[src/rtl/pstate_pkg.sv]
package pstate_pkg;
   // Structure used to reduce the module requests to one maximum
   typedef enum logic {
      REDUCE_CHAIN = 1'b0,
      REDUCE_TREE  = 1'b1
   } reduce_e;

   // Number of hardware ceiling sources; vector order is thermal, power-limit, idle
   localparam int LIM_COUNT = 3;
endpackage

[src/rtl/pstate_req_max.sv]
module pstate_req_max
   import pstate_pkg::*;
#(
   parameter int      N_MOD = 4,
   parameter int      RW    = 8,
   parameter reduce_e STYLE = REDUCE_TREE
) (
   input  logic [N_MOD*RW-1:0] req_ratio,
   input  logic [N_MOD-1:0]    req_vld,
   output logic                any_vld,
   output logic [RW-1:0]       max_ratio
);
   generate
      if (STYLE == REDUCE_TREE) begin : g_tree
         localparam int LEAVES = 1 << $clog2(N_MOD);
         localparam int NODES  = 2 * LEAVES - 1;
         logic [RW-1:0] nval [NODES];
         logic          nvld [NODES];

         always_comb begin
            for (int i = 0; i < LEAVES; i++) begin
               if (i < N_MOD) begin
                  nval[LEAVES-1+i] = req_ratio[i*RW +: RW];
                  nvld[LEAVES-1+i] = req_vld[i];
               end else begin
                  nval[LEAVES-1+i] = '0;
                  nvld[LEAVES-1+i] = 1'b0;
               end
            end
            for (int j = LEAVES - 2; j >= 0; j--) begin
               nvld[j] = nvld[2*j+1] | nvld[2*j+2];
               if (nvld[2*j+1] && nvld[2*j+2])
                  nval[j] = (nval[2*j+1] >= nval[2*j+2]) ? nval[2*j+1] : nval[2*j+2];
               else if (nvld[2*j+1])
                  nval[j] = nval[2*j+1];
               else if (nvld[2*j+2])
                  nval[j] = nval[2*j+2];
               else
                  nval[j] = '0;
            end
         end

         assign any_vld   = nvld[0];
         assign max_ratio = nval[0];
      end else begin : g_chain
         logic [RW-1:0] best;
         logic          seen;

         always_comb begin
            best = '0;
            seen = 1'b0;
            for (int i = 0; i < N_MOD; i++) begin
               if (req_vld[i] && (!seen || (req_ratio[i*RW +: RW] > best))) begin
                  best = req_ratio[i*RW +: RW];
                  seen = 1'b1;
               end
            end
         end

         assign any_vld   = seen;
         assign max_ratio = best;
      end
   endgenerate
endmodule

[src/rtl/pstate_hw_ceiling.sv]
module pstate_hw_ceiling #(
   parameter int NLIM = 3,
   parameter int RW   = 8
) (
   input  logic [NLIM-1:0]    lim_act,
   input  logic [NLIM*RW-1:0] lim_ceil,
   output logic               any_act,
   output logic [RW-1:0]      low_ceil
);
   always_comb begin
      any_act  = 1'b0;
      low_ceil = '1;
      for (int k = 0; k < NLIM; k++) begin
         if (lim_act[k]) begin
            any_act = 1'b1;
            if (lim_ceil[k*RW +: RW] < low_ceil)
               low_ceil = lim_ceil[k*RW +: RW];
         end
      end
   end
endmodule

[src/rtl/pstate_apply.sv]
module pstate_apply #(
   parameter int RW = 8
) (
   input  logic          sw_dis,
   input  logic          any_req,
   input  logic [RW-1:0] req_max,
   input  logic [RW-1:0] cfg_turbo,
   input  logic [RW-1:0] cfg_guar,
   input  logic [RW-1:0] cfg_eff,
   input  logic          any_lim,
   input  logic [RW-1:0] lim_ceil,
   output logic [RW-1:0] next_ratio
);
   logic [RW-1:0] base, capped, limited;

   always_comb begin
      // request path: module maximum or guaranteed default
      base    = (sw_dis || !any_req) ? cfg_guar : req_max;
      capped  = (base > cfg_turbo) ? cfg_turbo : base;
      // hardware ceiling, then the efficiency floor has the last word
      limited = (any_lim && (lim_ceil < capped)) ? lim_ceil : capped;
      next_ratio = (limited < cfg_eff) ? cfg_eff : limited;
   end
endmodule

[src/rtl/pstate_resolver.sv]
module pstate_resolver
   import pstate_pkg::*;
#(
   parameter int      N_MOD = 4,
   parameter int      RW    = 8,
   parameter reduce_e STYLE = REDUCE_TREE
) (
   input  logic                clk,
   input  logic                rst_n,
   input  logic [N_MOD*RW-1:0] mod_req_ratio,
   input  logic [N_MOD-1:0]    mod_req_vld,
   input  logic                sw_req_dis,
   input  logic [RW-1:0]       cfg_turbo_max,
   input  logic [RW-1:0]       cfg_guar_ratio,
   input  logic [RW-1:0]       cfg_eff_ratio,
   input  logic                therm_act,
   input  logic [RW-1:0]       therm_ceil,
   input  logic                plim_act,
   input  logic [RW-1:0]       plim_ceil,
   input  logic                idle_act,
   input  logic [RW-1:0]       idle_ceil,
   output logic [RW-1:0]       target_ratio,
   output logic                ratio_chg,
   output logic                ratio_lock
);
   generate
      if (N_MOD < 1) begin : g_bad_nmod
         $error("pstate_resolver: N_MOD must be at least 1");
      end
      if (RW < 2 || RW > 16) begin : g_bad_rw
         $error("pstate_resolver: RW must lie in 2..16");
      end
   endgenerate

   logic                  any_req;
   logic [RW-1:0]         req_max;
   logic [LIM_COUNT-1:0]  lim_act;
   logic [LIM_COUNT*RW-1:0] lim_ceil;
   logic                  any_lim;
   logic [RW-1:0]         low_ceil;
   logic [RW-1:0]         next_ratio;
   logic [RW-1:0]         tgt_q;
   logic                  chg_q;
   logic                  lock_q;

   assign lim_act  = {idle_act, plim_act, therm_act};
   assign lim_ceil = {idle_ceil, plim_ceil, therm_ceil};

   pstate_req_max #(.N_MOD(N_MOD), .RW(RW), .STYLE(STYLE)) u_req_max (
      .req_ratio (mod_req_ratio),
      .req_vld   (mod_req_vld),
      .any_vld   (any_req),
      .max_ratio (req_max)
   );

   pstate_hw_ceiling #(.NLIM(LIM_COUNT), .RW(RW)) u_ceiling (
      .lim_act  (lim_act),
      .lim_ceil (lim_ceil),
      .any_act  (any_lim),
      .low_ceil (low_ceil)
   );

   pstate_apply #(.RW(RW)) u_apply (
      .sw_dis     (sw_req_dis),
      .any_req    (any_req),
      .req_max    (req_max),
      .cfg_turbo  (cfg_turbo_max),
      .cfg_guar   (cfg_guar_ratio),
      .cfg_eff    (cfg_eff_ratio),
      .any_lim    (any_lim),
      .lim_ceil   (low_ceil),
      .next_ratio (next_ratio)
   );

   always_ff @(posedge clk or negedge rst_n) begin
      if (!rst_n) begin
         tgt_q  <= '0;
         chg_q  <= 1'b0;
         lock_q <= 1'b0;
      end else begin
         tgt_q  <= next_ratio;
         chg_q  <= lock_q && (next_ratio != tgt_q);
         lock_q <= 1'b1;
      end
   end

   assign target_ratio = tgt_q;
   assign ratio_chg    = chg_q;
   assign ratio_lock   = lock_q;
endmodule

[config.mk]
export PLATFORM = sky130hd
export DESIGN_NAME = pstate_resolver
export DESIGN_NICKNAME = d
export VERILOG_FILES = /design/src/rtl/pstate_pkg.sv /design/src/rtl/pstate_req_max.sv /design/src/rtl/pstate_hw_ceiling.sv /design/src/rtl/pstate_apply.sv /design/src/rtl/pstate_resolver.sv
export SDC_FILE = /design/constraint.sdc
export NUM_CORES = 1
export LEC_CHECK = 0
export BUFFER_PORTS_ARGS = -buffer_cell sky130_fd_sc_hd__buf_2
export CORE_MARGIN = 1
export CORE_UTILIZATION = 45
export CTS_CLUSTER_DIAMETER = 150
export DETAILED_ROUTE_END_ITERATION = 8
export GPL_TIMING_DRIVEN = 0
export PLACE_DENSITY = 0.76
export SLEW_MARGIN = 20
export SYNTH_ARGS = -nofsm -noshare
export SYNTH_HDL_FRONTEND = slang
export SYNTH_HIERARCHICAL = 1
export SYNTH_SLANG_ARGS = --single-unit
[constraint.sdc]
create_clock -name clk -period 1.1 [get_ports clk]
set_clock_uncertainty 0.2 [all_clocks]
set_input_delay 0.275 -clock clk [delete_from_list [all_inputs] [get_ports clk]]
set_output_delay 0.275 -clock clk [all_outputs]
set_load 0.02 [all_outputs]
==> out/results.ini <==
[floorplanning]
fp.dieW_um=83.1
num_rows=29
die_area_um2=6910
ios=100
initial_core_util=0.466
core_um2=6350
die_h_um=83.1

[clock_tree]
clock-sinks=10
insertion_delay_ns=0.24
clk_pin_slew_ns=0.05
cts.path.max_buffers=2
htreeDepth=1
cts_made_buffers=3
cts_root_buffer=clkbuf_8
cts_tree=yes

[timing]
period_minus_slack_ns=8.36
slew_viol_final=0
fin_hold_ws_ns=0.104
tightest_slew_ns=0.523
relSlewSlack=0.650
fin_ws_ns=-7.26
setup_violations=19
finalCritPeriodShare=7.60
hold_viol_final=0
clock.fmax_ghz=0.120
rsz0062_at_grt=true

[setup_path]
rrSetupSlack_ns=-0.19
critical_path_class=input pin to register
cp_slowest_cell=a2111oi_4
reg2reg_depth=3
r2r-end=ratio_chg$_DFF_PN0_
start_kind=input pin
cp_max_fo=8
cp-startpoint=mod_req_ratio[0]
max_stage_delay_ns=0.35
path_buf_inv=8
rr_startpoint=target_ratio[4]$_DFF_PN0_
crit_path_end_kind=register
cp_top_family=compound AO/OA/AOI/OAI gates
crit_arrival_ns=8.28
cp_data_required_time_ns=1.02

[yosys]
syn-num-nets=499
synth_edf_count=0
synth_top_family_by_area=compound AO/OA/AOI/OAI gates
synth_area_leader_cell=ha_1
seq_area_frac_synth=0.0845
syn-cell-area_um2=2960
synth-simple-area-share=0.121
ys_ff_latch=10
synthDominantCellAreaShare=0.253
yosysWarnings=6
synthFlopType=dfrtp_1
synth_compound_area_frac=0.272
async_flop_share=1.00
synthMuxAreaShare=0.144
synth-xor-area-share=0.0237
synthAdderAreaFrac=0.253
syn_area_per_cell_um2=8.49
postSynthCellCount=349
synth_cell_types=60
synth_area_leaders=ha_1 (25%), dfrtp_1 (8.4%), inv_1 (8.2%)

[worst_hold_path]
hold_start=cfg_eff_ratio[1]
hold_end=target_ratio[1]$_DFF_PN0_
hp-class=input pin to register
min_path_cells=2

[status]
violations=setup timing
status=complete, but fails checks

[route]
drtAntennaViolNets=0
drtIter0Drc=153
dr_total_vias=3135
viasPerCell=5.59
dr.pass1.iters=4
routed_wl_um=8930
wl_per_cell_um=15.9
drc=0

[global_routing]
antenna_found_initial=0
grt_pass1_vias=3054
grt_max_degree=11
overflow=0
grt_use_total=0.231
grt_pass1_wl_um=13300

[run]
maxCapViolCount=0

[power_and_ir_drop]
ir_drop_v=0.00163
total_power_mw=6.56
p_per_area_nw_per_um2=1450
p_leak_nw=2.23

[place]
gp_congestion=0.881
port_buffers=99
place_hpwl_um=6300

[layout]
fill_cells=469
final_nets=635
area_growth_pct=53.3
mostFrequentLayoutCell=buf_2
drive_gt1_frac=0.504
layout_common_cells=buf_2 (87), inv_1 (63), ha_1 (41), buf_4 (30), o21ai_0 (21)
diodes=0
ff_latch_area_um2=250
multi_input_area_um2=3000

cells in the mapped netlist, drive strengths merged (2+ instances only):
| library cell | n |
|---|---|
| nor2b | 10 |
| nand2b | 5 |
| nor2 | 10 |
| o2bb2ai | 8 |
| a211oi | 5 |
| xor2 | 8 |
| inv | 66 |
| a21o | 3 |
| dfrtp | 10 |
| mux2 | 16 |
| or2 | 2 |
| nor4 | 2 |
| a22oi | 8 |
| o2111a | 2 |
| and2 | 2 |
| nand4 | 10 |
| o311ai | 3 |
| ha | 60 |
| nand3 | 3 |
| mux2i | 23 |
| o211ai | 5 |
| o21ai | 31 |
| a2111oi | 2 |
| o21a | 4 |
| nand2 | 7 |
| nand3b | 2 |
| a21oi | 16 |
| a22o | 8 |
| buf | 4 |
registers in the layout, summed over array words and instances, names as in the netlist:
name,count
target_ratio,8
ratio_chg,1
ratio_lock,1
cells by family after synthesis:
logic type / after synthesis
adder cells (fa/ha/maj): 60
other: 1
buffers and inverters: 71
multiplexers: 39
AO/OA/AOI/OAI: 102
flip-flops: 10
XOR/XNOR: 8
AND/OR/NAND/NOR: 58
timing repair:
action,in CTS,in global routing
pin swaps,38,29
resized for setup,74,31
hold endpoints to repair,10,0
endpoints found under the setup margin,19,19
hold buffers,1,0
cloned,1,0
setup buffers,23,8
stage by stage:
step | util | setup WS (ns) | TNS, ns | instance area, um2 | cells
floorplan | - | -6.65 | -55.90 | 3060 | 349
global placement | 0.576 | -7.65 | -64.40 | 3660 | 525
detailed placement | 0.576 | -7.88 | -66.17 | 3660 | 525
CTS | 0.670 | -7.04 | -60.11 | 4250 | 553
global route | 0.715 | -7.69 | -66.17 | 4540 | 561
finish | 0.715 | -7.26 | -62.59 | 4540 | 561
layer usage:
layer,global-route usage,wire length [um],vias up,share of wire
met5,0,0,-,0
met4,0.0486,289,0,0.032
li1,-,-,1545,-
met1,0.285,3710,1468,0.42
met3,0.0239,380,23,0.043
met2,0.431,4540,99,0.51
power by group:
part | switching [mW] | leakage, nW | internal (mW)
combinational | 2.60 | 2.09 | 2.82
sequential | 0.141 | 0.116 | 0.528
clock | 0.157 | 0.0288 | 0.316
area by class of cell:
cell class,count,area share
Clock buffer,4,0.0121
Timing Repair Buffer,132,0.184
Multi-Input combinational cell,268,0.662
Buffer,4,0.0107
Inverter,66,0.0551
Tap cell,77,0.0212
Sequential cell,10,0.0551
worst max-delay path by stage:
stage	slack (ns)	depth (start not counted)	endpoint
6_report	-7.26	43	ratio_chg$_DFF_PN0_
5_1_grt	-7.69	43	ratio_chg$_DFF_PN0_
4_1_cts	-7.04	44	ratio_chg$_DFF_PN0_
3_5_place_dp	-7.88	40	ratio_chg$_DFF_PN0_
3_3_place_gp	-7.65	40	ratio_chg$_DFF_PN0_
2_1_floorplan	-6.65	39	ratio_chg$_DFF_PN0_
Power figures use the tool's default switching activity.
